$ cat config.mk
export PLATFORM = sky130hd
export DESIGN_NAME = tribus_regfile
export DESIGN_NICKNAME = d
export VERILOG_FILES = /design/src/rtl/tribus_regfile.sv
export SDC_FILE = /design/constraint.sdc
export NUM_CORES = 1
export LEC_CHECK = 0
export ABC_CLOCK_PERIOD_IN_PS = 3800
export BUFFER_PORTS_ARGS = -buffer_cell sky130_fd_sc_hd__buf_2
export CORE_ASPECT_RATIO = 1.2
export CORE_MARGIN = 10
export CORE_UTILIZATION = 38
export DETAILED_ROUTE_END_ITERATION = 8
export PLACE_DENSITY = 0.66
export SLEW_MARGIN = 5
export SYNTH_ARGS = -nofsm -noshare
export SYNTH_HDL_FRONTEND = slang
export SYNTH_SLANG_ARGS = --single-unit
export TNS_END_PERCENT = 5
$ cat constraint.sdc
create_clock -name clk -period 3.8 [get_ports clk]
set_clock_uncertainty 0.2 [all_clocks]
set_input_delay 0.76 -clock clk [delete_from_list [all_inputs] [get_ports clk]]
set_output_delay 0.76 -clock clk [all_outputs]
set_load 0.005 [all_outputs]
$ cat src/rtl/tribus_regfile.sv
module tribus_regfile #(
  parameter int DATA_W   = 32,
  parameter int NUM_REGS = 8,
  parameter int SEL_W    = $clog2(NUM_REGS)
) (
  input  logic              clk,
  input  logic              rst_n,
  input  logic [SEL_W-1:0]  a_sel,
  input  logic              a_reg_en,
  input  logic              one_a_en,
  input  logic              neg_a_en,
  input  logic [SEL_W-1:0]  b_sel,
  input  logic              b_reg_en,
  input  logic              one_b_en,
  input  logic              neg_b_en,
  input  logic [SEL_W-1:0]  wr_sel,
  input  logic              wr_en,
  input  logic [DATA_W-1:0] wr_data,
  output logic [DATA_W-1:0] bus_a,
  output logic [DATA_W-1:0] bus_b,
  output logic              a_conflict,
  output logic              b_conflict
);

  localparam logic [DATA_W-1:0] K_ONE = DATA_W'(1);
  localparam logic [DATA_W-1:0] K_NEG = '1;

  logic [NUM_REGS-1:0][DATA_W-1:0] regs_q;
  logic [NUM_REGS-1:0]             wr_hit;

  always_comb begin
    wr_hit = '0;
    if (wr_en) wr_hit[wr_sel] = 1'b1;
    wr_hit[0] = 1'b0;
  end

  assign regs_q[0] = '0;

  for (genvar i = 1; i < NUM_REGS; i++) begin : g_reg
    always_ff @(posedge clk or negedge rst_n) begin
      if (!rst_n)         regs_q[i] <= '0;
      else if (wr_hit[i]) regs_q[i] <= wr_data;
    end
  end

  logic [DATA_W-1:0] a_reg_val, b_reg_val;
  assign a_reg_val = a_reg_en ? regs_q[a_sel] : '0;
  assign b_reg_val = b_reg_en ? regs_q[b_sel] : '0;

  assign bus_a = a_reg_val | (one_a_en ? K_ONE : '0) | (neg_a_en ? K_NEG : '0);
  assign bus_b = b_reg_val | (one_b_en ? K_ONE : '0) | (neg_b_en ? K_NEG : '0);

  assign a_conflict = (2'(a_reg_en) + 2'(one_a_en) + 2'(neg_a_en)) > 2'd1;
  assign b_conflict = (2'(b_reg_en) + 2'(one_b_en) + 2'(neg_b_en)) > 2'd1;

endmodule

==> results.ini <==
[run_status]
status = finished, violations left
violations = negative hold slack

[global_routing]
grt_max_degree = 75
antenna_found_initial = 3
globalRoute.totalOverflow = 0
first_global_vias = 9408
grt_pass1_wl_um = 55700
grt_use_total_pct = 16.8

[floorplanning]
core-area_um2 = 33200
ios = 116
initial_utilization_pct = 38.5
fp.dieArea_um2 = 41300
rows = 73
chipWidth_um = 187
fp.dieH_um = 221

[detailed_routing]
drt-total-wl_um = 35800
final_antenna_net_count = 0
num_vias = 9026
drtIter0Drc = 612
routedWlPerCell_um = 22.4
viasPerCell = 5.65
drcViolationCount = 0
drtPass1Iterations = 5

[power_and_ir_drop]
totalPowerFinal_uw = 7430
net-switching-power_uw = 2090
ir_drop_mv = 0.335
p_clk_share_pct = 33.5
swShare_pct = 28.2
pwr-share-seq_pct = 44.4
p_leak_uw = 0.00651
p_int_uw = 5330
power_frac_comb_pct = 22.1
p_per_area_nw_per_um2 = 510

[synth]
synth-xor-area-share_pct = 0
synth_compound_area_share_pct = 13.3
synthTopCellsByArea = dfrtp_1 (44%), mux2_2 (19%), mux2i_1 (12%), mux2_1 (4.0%), o22a_1 (2.1%)
synth-simple-area-share_pct = 2.73
yosysTopAreaCell = dfrtp_1
synth_area_um2 = 12800
async_flop_share_pct = 100
synth-main-ff-cell = dfrtp_1
muxShareOfSynthArea_pct = 35.2
synthAdderAreaFrac_pct = 0.196
synthCells = 1043
synth_top_family_by_area = multiplexers
ys_warn_count = 0
synth_cell_types = 32
synth.most_common_cell = dfrtp_1
yosysSeqAreaShare_pct = 43.9
ys_ff_latch = 224
syn_avg_cell_area_um2 = 12.2
synth_commonest_cells = dfrtp_1 (224), mux2_2 (210), mux2i_1 (159), mux2_1 (45), a21oi_1 (34)
syn_nets = 1095
synth.top_cell.area_share_pct = 43.9
synth_edf_count = 0

[cells_and_area]
drive_above_1_share_pct = 36.0
area_delta_synth_final_pct = 14.2
final_core_util_pct = 43.9
largest_register_ffs = 224
top_regs = regs_q x224
nets = 1179
fill_cells = 3078
final_cells = 1597
top_register = regs_q

[timing]
hold_ws_ns = -0.00985
setup_viol = 0
fin_tns_setup_ns = 0
hold_viol = 4
rsz0062_at_grt = false
min_period_ns = 3.24
timing_worst_slew_pin_value_ns = 0.830
slew_headroom_pct = 44.6
fin_crit_sh_pct = 85.2
fmax_mhz = 309
slew_violations = 0

[critical_path]
critPathArrivalTime_ns = 2.28
crit_required_ns = 2.84
end_kind = output pin
cp-start-kind = primary input
worstPathMaxFanout = 23
crit_type = primary input to output pin

[placed_design]
gpl.final_weighted_congestion = 0.786
dp_cells = 1550
portBuffers = 115
dp_hpwl_um = 23100

[clock_network]
clock_latency_ns = 0.51
cts-htree-levels = 1
postCtsSetupBuffers = 0
cts_made_buffers = 25
clk_transition_reported_paths_ns = 0.06
tritoncts = yes
ctsRootBufferMaster = clkbuf_16
cts_resized = 0
cts_buffer_depth = 3
holdBufCountCts = 0
clock-sinks = 224

[job]
drv_cap = 0

[hold_path]
worstHoldPathType = primary input to asynchronous set/reset pin

==> worst paths after layout <==
| kind | startpoint | end | slack (ns) | depth (start not counted) |
|---|---|---|---|---|
| hold reg to reg | regs_q[188] | regs_q[188] | 0.32 | 1 |
| min in group clk | regs_q[188] | regs_q[188] | 0.32 | 1 |
| max in group asynchronous | rst_n | regs_q[176] | 2.38 | 2 |
| hold / removal | rst_n | regs_q[202] | -0.01 | 1 |
| setup / recovery | a_sel[0] | bus_a[31] | 0.56 | 8 |
| setup reg to reg | regs_q[251] | regs_q[251] | 2.79 | 1 |
==> power by group through the flow <==
stage | logic (µW) | clock network [µW] | registers (µW)
5_1_grt | 1820 | 2610 | 3370
4_1_cts | 1660 | 2520 | 3290
3_5_place_dp | 1650 | 0 | 3330
6_report | 1640 | 2480 | 3300
2_1_floorplan | 1220 | 0 | 3220
3_3_place_gp | 1610 | 0 | 3300
==> kinds of logic after synthesis <==
kind of cell | after synthesis
compound gates | 258
fa+ha+maj | 2
buf+inv | 97
flops | 224
mux | 415
simple gates | 47
==> layout by cell type, fill, tap and decap left out, types with 2 or more instances in the layout <==
cell type	instances
a211oi_1	32
a21o_1	32
a21oi_1	34
a22oi_1	31
and4bb_2	2
buf_12	8
buf_2	112
buf_4	32
bufinv_16	2
clkbuf_1	5
clkbuf_16	25
clkbuf_8	9
clkinv_2	3
dfrtp_1	224
diode_2	2
ha_1	2
mux2_1	45
mux2_2	210
mux2i_1	159
nand2_1	4
nand2b_1	33
nand4b_4	2
o21ai_0	32
o21ai_1	32
o22a_1	31
o22ai_1	32
==> final cells by class <==
class | instances | area [µm²] | area share, %
clock buffer | 39 | 768 | 5.27
sequential | 224 | 5610 | 38.5
antenna | 2 | 5.00 | 0.0343
tap | 450 | 563 | 3.86
multi-input combinational | 722 | 6560 | 45.0
clock inverter | 6 | 83.8 | 0.575
timing repair buffer | 154 | 987 | 6.78
==> through the flow <==
step	hold slack, ns	area, µm²	setup slack [ns]
floorplan	0.264	12800	1.11
global placement	0.291	13700	0.583
detailed placement	0.303	13700	0.579
CTS	0.0236	14600	0.563
global route	0.0391	14600	0.478
finish	-0.00985	14600	0.564
==> layer usage <==
metal / routed length [µm] / part of all wire (%) / GRT usage (%) / up-vias
met5: 0 / 0 / 0 / -
met4: 589 / 1.6 / 4.47 / 0
met3: 1970 / 5.5 / 2.77 / 47
met2: 17400 / 49 / 28.7 / 240
met1: 15900 / 44 / 21.7 / 4628
li1: - / - / - / 4111
==> critical path, cell delays in order <==
cell and delay [ns]:
buf_2 0.14, buf_4 0.24, nand2_1 0.11, buf_4 0.28, o22ai_1 0.10, o21ai_0 0.35, nand2b_1 0.13, buf_2 0.15
(Power assumes the default switching activity.)
